## config.mk

```make
export PLATFORM = sky130hd
export DESIGN_NAME = assoc_mem
export DESIGN_NICKNAME = d
export VERILOG_FILES = /design/src/rtl/assoc_mem_pkg.sv /design/src/rtl/assoc_mem_store.sv /design/src/rtl/assoc_mem_cmp.sv /design/src/rtl/assoc_mem_result.sv /design/src/rtl/assoc_mem.sv
export SDC_FILE = /design/constraint.sdc
export NUM_CORES = 1
export LEC_CHECK = 0
export BUFFER_PORTS_ARGS = -buffer_cell sky130_fd_sc_hd__buf_2
export CAP_MARGIN = 5
export CORE_AREA = 8 8 98 100
export DETAILED_ROUTE_END_ITERATION = 8
export DIE_AREA = 0 0 106 108
export PLACE_DENSITY = 0.81
export REMOVE_ABC_BUFFERS = 1
export SLEW_MARGIN = 10
export SYNTH_ARGS = -nofsm -noshare
export SYNTH_HDL_FRONTEND = slang
export SYNTH_SLANG_ARGS = --single-unit
```

## constraint.sdc

```tcl
create_clock -name clk -period 1.9 [get_ports clk]
set_input_delay 0.38 -clock clk [delete_from_list [all_inputs] [get_ports clk]]
set_output_delay 0.38 -clock clk [all_outputs]
set_load 0.05 [all_outputs]
```

## src/rtl/assoc_mem_pkg.sv

```systemverilog
package assoc_mem_pkg;

   // Index width for a word count, never below one bit.
   function automatic int am_index_w(input int depth);
      return (depth < 2) ? 1 : $clog2(depth);
   endfunction

   function automatic bit am_is_pow2(input int n);
      return (n > 0) && ((n & (n - 1)) == 0);
   endfunction

endpackage

```

## src/rtl/assoc_mem_store.sv

```systemverilog
// Word array with per-word valid bits and a registered read port.
module assoc_mem_store #(
   parameter int DEPTH = 8,
   parameter int WIDTH = 8,
   parameter int AW    = 3
) (
   input  logic                         clk,
   input  logic                         rst_n,
   input  logic                         wr_en,
   input  logic [AW-1:0]                wr_addr,
   input  logic [WIDTH-1:0]             wr_data,
   input  logic                         rd_en,
   input  logic                         rd_block,
   input  logic [AW-1:0]                rd_addr,
   output logic [WIDTH-1:0]             rd_data,
   output logic [DEPTH-1:0][WIDTH-1:0]  words,
   output logic [DEPTH-1:0]             valid
);

   always_ff @(posedge clk or negedge rst_n) begin
      if (!rst_n) begin
         words <= '0;
         valid <= '0;
      end else if (wr_en) begin
         words[wr_addr] <= wr_data;
         valid[wr_addr] <= 1'b1;
      end
   end

   // A read that coincides with a search is dropped; the old data stays.
   always_ff @(posedge clk or negedge rst_n) begin
      if (!rst_n)
         rd_data <= '0;
      else if (rd_en && !rd_block)
         rd_data <= words[rd_addr];
   end

endmodule

```

## src/rtl/assoc_mem_cmp.sv

```systemverilog
// One equality comparator per word, gated by that word's valid bit.
module assoc_mem_cmp #(
   parameter int DEPTH = 8,
   parameter int WIDTH = 8
) (
   input  logic [DEPTH-1:0][WIDTH-1:0] words,
   input  logic [DEPTH-1:0]            valid,
   input  logic [WIDTH-1:0]            key,
   output logic [DEPTH-1:0]            match
);

   for (genvar i = 0; i < DEPTH; i++) begin : g_line
      assign match[i] = valid[i] && (words[i] == key);
   end

endmodule

```

## src/rtl/assoc_mem_result.sv

```systemverilog
// Registers the match lines, the miss flag and the result pulse.
module assoc_mem_result #(
   parameter int DEPTH = 8
) (
   input  logic             clk,
   input  logic             rst_n,
   input  logic             srch_en,
   input  logic [DEPTH-1:0] match,
   output logic [DEPTH-1:0] hit_vec,
   output logic             miss,
   output logic             res_vld
);

   always_ff @(posedge clk or negedge rst_n) begin
      if (!rst_n) begin
         hit_vec <= '0;
         miss    <= 1'b0;
         res_vld <= 1'b0;
      end else begin
         res_vld <= srch_en;
         if (srch_en) begin
            hit_vec <= match;
            miss    <= ~|match;
         end
      end
   end

endmodule

```

## src/rtl/assoc_mem.sv

```systemverilog
// Associative word store: addressed read/write plus parallel key search.
module assoc_mem
   import assoc_mem_pkg::*;
#(
   parameter int DEPTH = 8,
   parameter int WIDTH = 8,
   localparam int AW   = am_index_w(DEPTH)
) (
   input  logic             clk,
   input  logic             rst_n,
   input  logic             wr_en,
   input  logic [AW-1:0]    wr_addr,
   input  logic [WIDTH-1:0] wr_data,
   input  logic             rd_en,
   input  logic [AW-1:0]    rd_addr,
   output logic [WIDTH-1:0] rd_data,
   input  logic             srch_en,
   input  logic [WIDTH-1:0] srch_key,
   output logic [DEPTH-1:0] hit_vec,
   output logic             miss,
   output logic             res_vld
);

   if (!am_is_pow2(DEPTH) || DEPTH < 2) begin : g_bad_depth
      $error("assoc_mem: DEPTH must be a power of two, at least 2");
   end
   if (WIDTH < 1) begin : g_bad_width
      $error("assoc_mem: WIDTH must be at least 1");
   end

   logic [DEPTH-1:0][WIDTH-1:0] words;
   logic [DEPTH-1:0]            valid;
   logic [DEPTH-1:0]            match;

   assoc_mem_store #(.DEPTH(DEPTH), .WIDTH(WIDTH), .AW(AW)) store_i (
      .clk      (clk),
      .rst_n    (rst_n),
      .wr_en    (wr_en),
      .wr_addr  (wr_addr),
      .wr_data  (wr_data),
      .rd_en    (rd_en),
      .rd_block (srch_en),
      .rd_addr  (rd_addr),
      .rd_data  (rd_data),
      .words    (words),
      .valid    (valid)
   );

   // The comparators see the register outputs, so a write in the same
   // cycle is not yet visible to the search.
   assoc_mem_cmp #(.DEPTH(DEPTH), .WIDTH(WIDTH)) cmp_i (
      .words (words),
      .valid (valid),
      .key   (srch_key),
      .match (match)
   );

   assoc_mem_result #(.DEPTH(DEPTH)) res_i (
      .clk     (clk),
      .rst_n   (rst_n),
      .srch_en (srch_en),
      .match   (match),
      .hit_vec (hit_vec),
      .miss    (miss),
      .res_vld (res_vld)
   );

endmodule

```

==> Yosys cells after proc, flatten, opt, wreduce, memory -nomap -nowiden <==
Index checks and enable logic that the tools add are counted.
{ "totals": {"out_inout_bits": 18, "reg_bits": 90, "inputBits": 27} }
{ "classes": {"eq_ne": 8, "n_mux": 7, "n_reduce_logical": 13, "order_cmp": 3, "bitwise": 1} }
{ "ops": {"columns": ["op", "count"], "rows": [
  ["bitwise mux 64 bit", 1],
  ["equality test 8 bit", 8],
  ["binary-select mux 8 bit (select 3 bit)", 1],
  ["demux 8 bit (select 3 bit)", 1],
  ["two-way mux 8 bit", 2],
  ["logical AND 1 bit", 10],
  ["less-than comparator 3 x 4 -> 1 bit, second input constant", 2],
  ["bitwise OR 8 bit", 1],
  ["OR reduction 8 bit", 1],
  ["demux 1 bit (select 3 bit)", 1],
  [">= comparator 3 x 1 -> 1 bit, second input constant", 1],
  ["zero test 1 bit", 2],
  ["two-way mux 1 bit", 1]
]} }

==> Longest topological paths before layout <==
{ "logic_depth": {"depth_word": 5, "mapped_depth": 6, "ltp_nobuf": 5} }

==> Hierarchy <==
From an unflattened synthesis, not the netlist that was laid out.
{ "hier_totals": {"hier_cells": 371, "area_unflattened_um2": 4804.6} }
{ "modules_own_cells": {"columns": ["module", "area_per_inst_um2", "seq_area_each_um2", "cells_each", "instances"], "rows": [
  ["assoc_mem_store", 3555.9, 2001.9, 243, 1],
  ["assoc_mem_cmp", 850.8, 0.0, 104, 1],
  ["assoc_mem_result", 397.9, 250.2, 24, 1]
]} }

==> Least setup slack after synthesis <==
No wires, ideal clock.
{ "synth_timing": {"path_kind": "in2reg", "from": "input wr_addr[0]", "to": "register store_i.words[32] (netlist name)", "path_slack_ps": 394, "t_arrival_ps": 1381, "required_time_ps": 1775, "cell_stages": 4, "cell_sequence": "buf_6 -> nand2b_4 -> nor3b_4 -> mux2_2"} }
{ "synth_between": {"elab_chain_len": 5, "elab_cells_between_ends": 6, "cone_classes": "order compare (2); mux (3); reduce/logical (1)"} }
{ "synth_rtl": {"columns": ["item", "line_no", "text"], "rows": [
  ["start, declared", "assoc_mem.sv:12", "input logic [AW-1:0] wr_addr,"],
  ["less-than comparator 3 x 4 -> 1 bit (not written as such) or >= comparator 3 x 1 -> 1 bit (tied branches)", "assoc_mem_store.sv:25", "words[wr_addr] <= wr_data;"],
  ["logical AND 1 bit (not written as such)", "assoc_mem_store.sv:25", null],
  ["two-way mux 8 bit (not written as such)", "assoc_mem_store.sv:25", null],
  ["demux 8 bit (select 3 bit) *", null, null],
  ["bitwise mux 64 bit *", "assoc_mem_store.sv:25", null],
  ["end signal, assigned by index", "assoc_mem_store.sv:25", null],
  ["end, declared", "assoc_mem_store.sv:16", "output logic [DEPTH-1:0][WIDTH-1:0] words,"]
]} }
Every way passes the cells marked *; elsewhere a longest branch is shown, timed or not.
A chain may end at the register's enable or synchronous reset.

==> Worst setup path after layout <==
{ "layout_timing": {"from": "register store_i.words[31] (netlist name)", "to": "register res_i.miss"} }
{ "layout_between": {"elab_chain_len": 4} }
{ "layout_rtl": {"columns": ["item", "line_no", "text"], "rows": [
  ["equality test 8 bit", "assoc_mem_cmp.sv:13", "assign match[i] = valid[i] && (words[i] == key);"],
  ["logical AND 1 bit", "assoc_mem_cmp.sv:13", null],
  ["OR reduction 8 bit", "assoc_mem_result.sv:23", "miss <= ~|match;"],
  ["zero test 1 bit", "assoc_mem_result.sv:23", null],
  ["end signal, assigned", "assoc_mem_result.sv:23", null],
  ["end, declared", "assoc_mem_result.sv:10", "output logic miss,"]
]} }
Every way passes these cells.

==> impl_summary.txt <==
----------------------------------------------------
[Hold path]
  Hold Path Class ... in -> async

[Clocking]
  PostCTS Resize Cnt ... 0
  CTS tree ... built
  CTS hold repair buffers ... 0
  Buffer type at the clock tree root ... clkbuf_8
  Insertion delay to the later sink of the worst-skew pair ... around 0.36 ns
  Setup fix buffers added after clock tree synthesis ... 0
  Total CTS buffers ... 9
  Clock-pin slew of the registers on the worst-case setup and hold paths ... ~0.09 ns
  Clock Path Buffers ... 2
  Sinks on the clock net ... 90
  H-Tree Depth ... 3

[Placement]
  Input/output buffers ... 44
  Post-Place Cell Area ... between 4000 and 5000 sq um
  Total half-perimeter wirelength after legalization and detailed placement ... around 7.7 mm
  Count of placed standard cells including taps ... ~480
  Weighted congestion reported at the end of routability-driven placement ... approximately 0.83

[Floorplanning]
  DIE AREA ... approximately 11000 sq um
  Number of rows created at floorplan ... 33
  Die Y ... approximately 110 microns
  Boundary Pins ... 45
  Initial core utilization ... between 50% and 60%
  Standard cell core area ... approximately 8000 sq um
  Width of the die ... between 100 and 150 microns

[Global routing]
  Number of antenna violations at the first check in global routing ... 0
  Total gr overflow ... 0
  Vias in the first global route ... about 3100
  Pin count of the biggest net entering global routing ... 91
  GRT Total Usage ... between 20% and 30%
  Global-route wire length before repair ... between 15 and 20 mm

[Worst setup path]
  Series of cell instances along the critical path ... xnor2_1 -> nand3_1 -> nor3_1 -> nor4_1 -> a32o_1
  Critical setup path kind ... reg -> reg
  Startpoint type of the worst setup path ... flip-flop
  Worst flop-to-flop path startpoint ... store_i.words[31]
  Worst-case register-to-register setup slack ... around 0.22 ns
  Worst setup path end ... res_i.miss
  Critical Path Slowest Stage Cell ... nor3_1
  Maximum single-stage delay on the critical path ... between 0.4 and 0.5 ns
  Endpoint arrival time on the critical path ... between 1.5 and 2 ns
  Worst reg2reg endpoint ... res_i.miss
  Beginning of the critical path ... store_i.words[31]
  Type of destination of the critical path ... flip-flop
  Max FO, Critical Path ... 3
  Data required time of the worst path ... roughly 2.2 ns
  Number of cell instances on the worst register-to-register path ... 5

[Synthesis]
  Number of enable-type register cells in the synthesized netlist ... 0
  Proportion of synthesized chip area in sequential cells ... between 40% and 50%
  Top cells by area, synth ... dfrtp_1 48%, mux2_2 17%, xnor2_1 12%, mux4_2 7.8%, mux2i_1 1.7%
  Count leader, synth ... dfrtp_1
  Ys Warns ... 0
  Number of flip-flops and latches in the synthesized netlist ... 90
  Average size of a mapped cell ... 13.6 sq um
  Leading post-synthesis cells by instance count ... 90 x dfrtp_1, 72 x mux2_2, 64 x xnor2_1, 18 x nand2_1, 16 x mux4_2
  Dominant synthesized flop cell ... dfrtp_1
  Fraction of post-synthesis cell area in the top cell type by area ... 48.5%
  Number of library cell types mapped by synthesis ... 26
  Share of async-settable or async-resettable flops after synthesis ... 100%
  Post-synthesis instance area ... 4650 sq um
  Biggest area consumer among synthesized cells ... dfrtp_1
  Post-Synthesis Cells ... around 340

[Pwr]
  Combinational cell fraction of total power ... between 20% and 30%
  Cell internal pwr ... between 3000 and 4000 uW
  Leak pwr ... 0.00217 uW
  Register share of total power ... about half
  Power density relative to cell area ... roughly 1000 nW/um^2
  IR Drop Worst-Case VDD ... between 300 and 400 uV
  Switching power ... between 1500 and 2000 uW
  Switching Fraction ... a little under a third
  Clock share of power ... 25.4%

[Final layout]
  Layout filler cell count ... 620
  Antenna Diode Count ... 0
  Final Instance Area ... a little over 5000 sq um
  Area added between synthesis and finish ... 11.4%
  Fin cells ... 497
  Nets@finish ... between 400 and 500
  Fraction of final layout cells sized beyond drive strength 1 ... 43.1%

[STA]
  Share of the cycle needed by the critical path after routing ... approximately nine tenths
  Post-route clock skew ... 0.0146 ns
  Final Setup Violations ... 0
  Fmax ... 596 MHz
  Worst-margin pin slew ... between 0.6 and 0.7 ns
  Unrepaired setup endpoints after global routing ... no
  Max transition margin ... roughly 57%
  Accumulated negative setup slack ... 0 ns
  Final Slew Violations ... 0
  Minimum clock period after layout ... about 1.7 ns
  Final hold violation count ... 0

[Job]
  Max-Cap Viols ... 0

[Routing]
  Average wire length per cell after detail routing ... ~22 microns
  Detailed Route WL ... between 10 and 15 mm
  First drt pass iteration count ... 4
  DRC violations left ... 0
  Iteration-0 DRC Markers ... between 100 and 150
  Via-per-instance ratio ... roughly 5.9
  Post-detailed-route count of antenna-violating nets ... 0
  Via count ... 2912

[Status]
  Status ... complete, no violations

----------------------------------------------------
power groups by stage:
stage               Clock [uW]  Sequential, uW  Combinational (uW)
global placement             0            2620                1390
CTS                       1400            2610                1440
global route              1480            2660                1540
floorplan                    0            2710                 876
detailed placement           0            2640                1430
finish                    1380            2610                1430
cell usage in the layout (no fill, tap or decap), types with 2 or more instances in the layout:
cell and count:
nor3b_4 2, mux4_2 16, o21ai_1 8, mux2i_1 8
buf_4 9, nor3_1 9, nand2b_1 4, buf_12 2
dfrtp_1 90, or2_2 4, mux2_2 72, nand4b_2 2
nand3_1 8, nor3_4 2, xnor2_1 64, clkinv_4 2
clkbuf_8 11, nand4_1 9, buf_2 43, nand2_1 18
per-stage QoR:
stage	total power, uW	util, %	hold slack (ns)	setup slack (ns)
after floorplan	3590	-	0.0844	0.510
after global placement	4010	61.6	0.449	0.115
after detailed placement	4070	61.6	0.453	0.0799
after CTS	5440	64.3	0.0649	0.240
after global routing	5680	64.3	0.0646	0.136
final	5410	64.3	0.0331	0.221
cell families after synthesis:
group / Yosys count / synth area share [%]
AOI/OAI and AO/OA: 9 / 1.08
xor gates and xnor gates: 64 / 12.1
buffers and inverters: 20 / 3.02
DFF: 90 / 48.5
muxes: 96 / 26.9
and+or+nand+nor: 62 / 8.43
registers in the layout (all words and copies together), names as in the netlist:
register	cells
store_i.rd_data	8
res_i.hit_vec	8
res_i.res_vld	1
store_i.words	64
res_i.miss	1
store_i.valid	8
per-layer routing:
| layer | global-route usage [%] | up-vias | wire length (microns) |
|---|---|---|---|
| met5 | 0 | - | 0 |
| met3 | 4.76 | 21 | 685 |
| li1 | - | 1307 | - |
| met4 | 8.84 | 0 | 253 |
| met1 | 25.6 | 1492 | 4450 |
| met2 | 32.4 | 92 | 5420 |
how the worst min path moves through the flow:
stage | end | startpoint | slack [ns]
6_report | store_i.rd_data[1] | rst_n | 0.03
5_1_grt | store_i.rd_data[1] | rst_n | 0.06
4_1_cts | store_i.rd_data[1] | rst_n | 0.06
3_5_place_dp | store_i.valid[2] | store_i.valid[2] | 0.45
3_3_place_gp | store_i.valid[3] | store_i.valid[3] | 0.45
2_1_floorplan | res_i.hit_vec[0] | rst_n | 0.08
area by class of cell:
type,instances,area [sq um],share of cell area (%)
multi-input cells,231,2250,43.5
clock buffers,11,151,2.92
clock inverters,5,61.3,1.18
well taps,105,131,2.54
repair buffers,54,323,6.24
inverters,1,3.75,0.0725
flip-flops and latches,90,2250,43.5
worst max-delay path, delay by kind of cell, from the launching register on:
| kind | cells | cell delay (ns) |
|---|---|---|
| and+or+nand+nor | 3 | 0.68 |
| DFF | 1 | 0.42 |
| xor gates and xnor gates | 1 | 0.21 |
| AOI/OAI and AO/OA | 1 | 0.27 |
No activity file was read; power rests on OpenSTA's default activity.
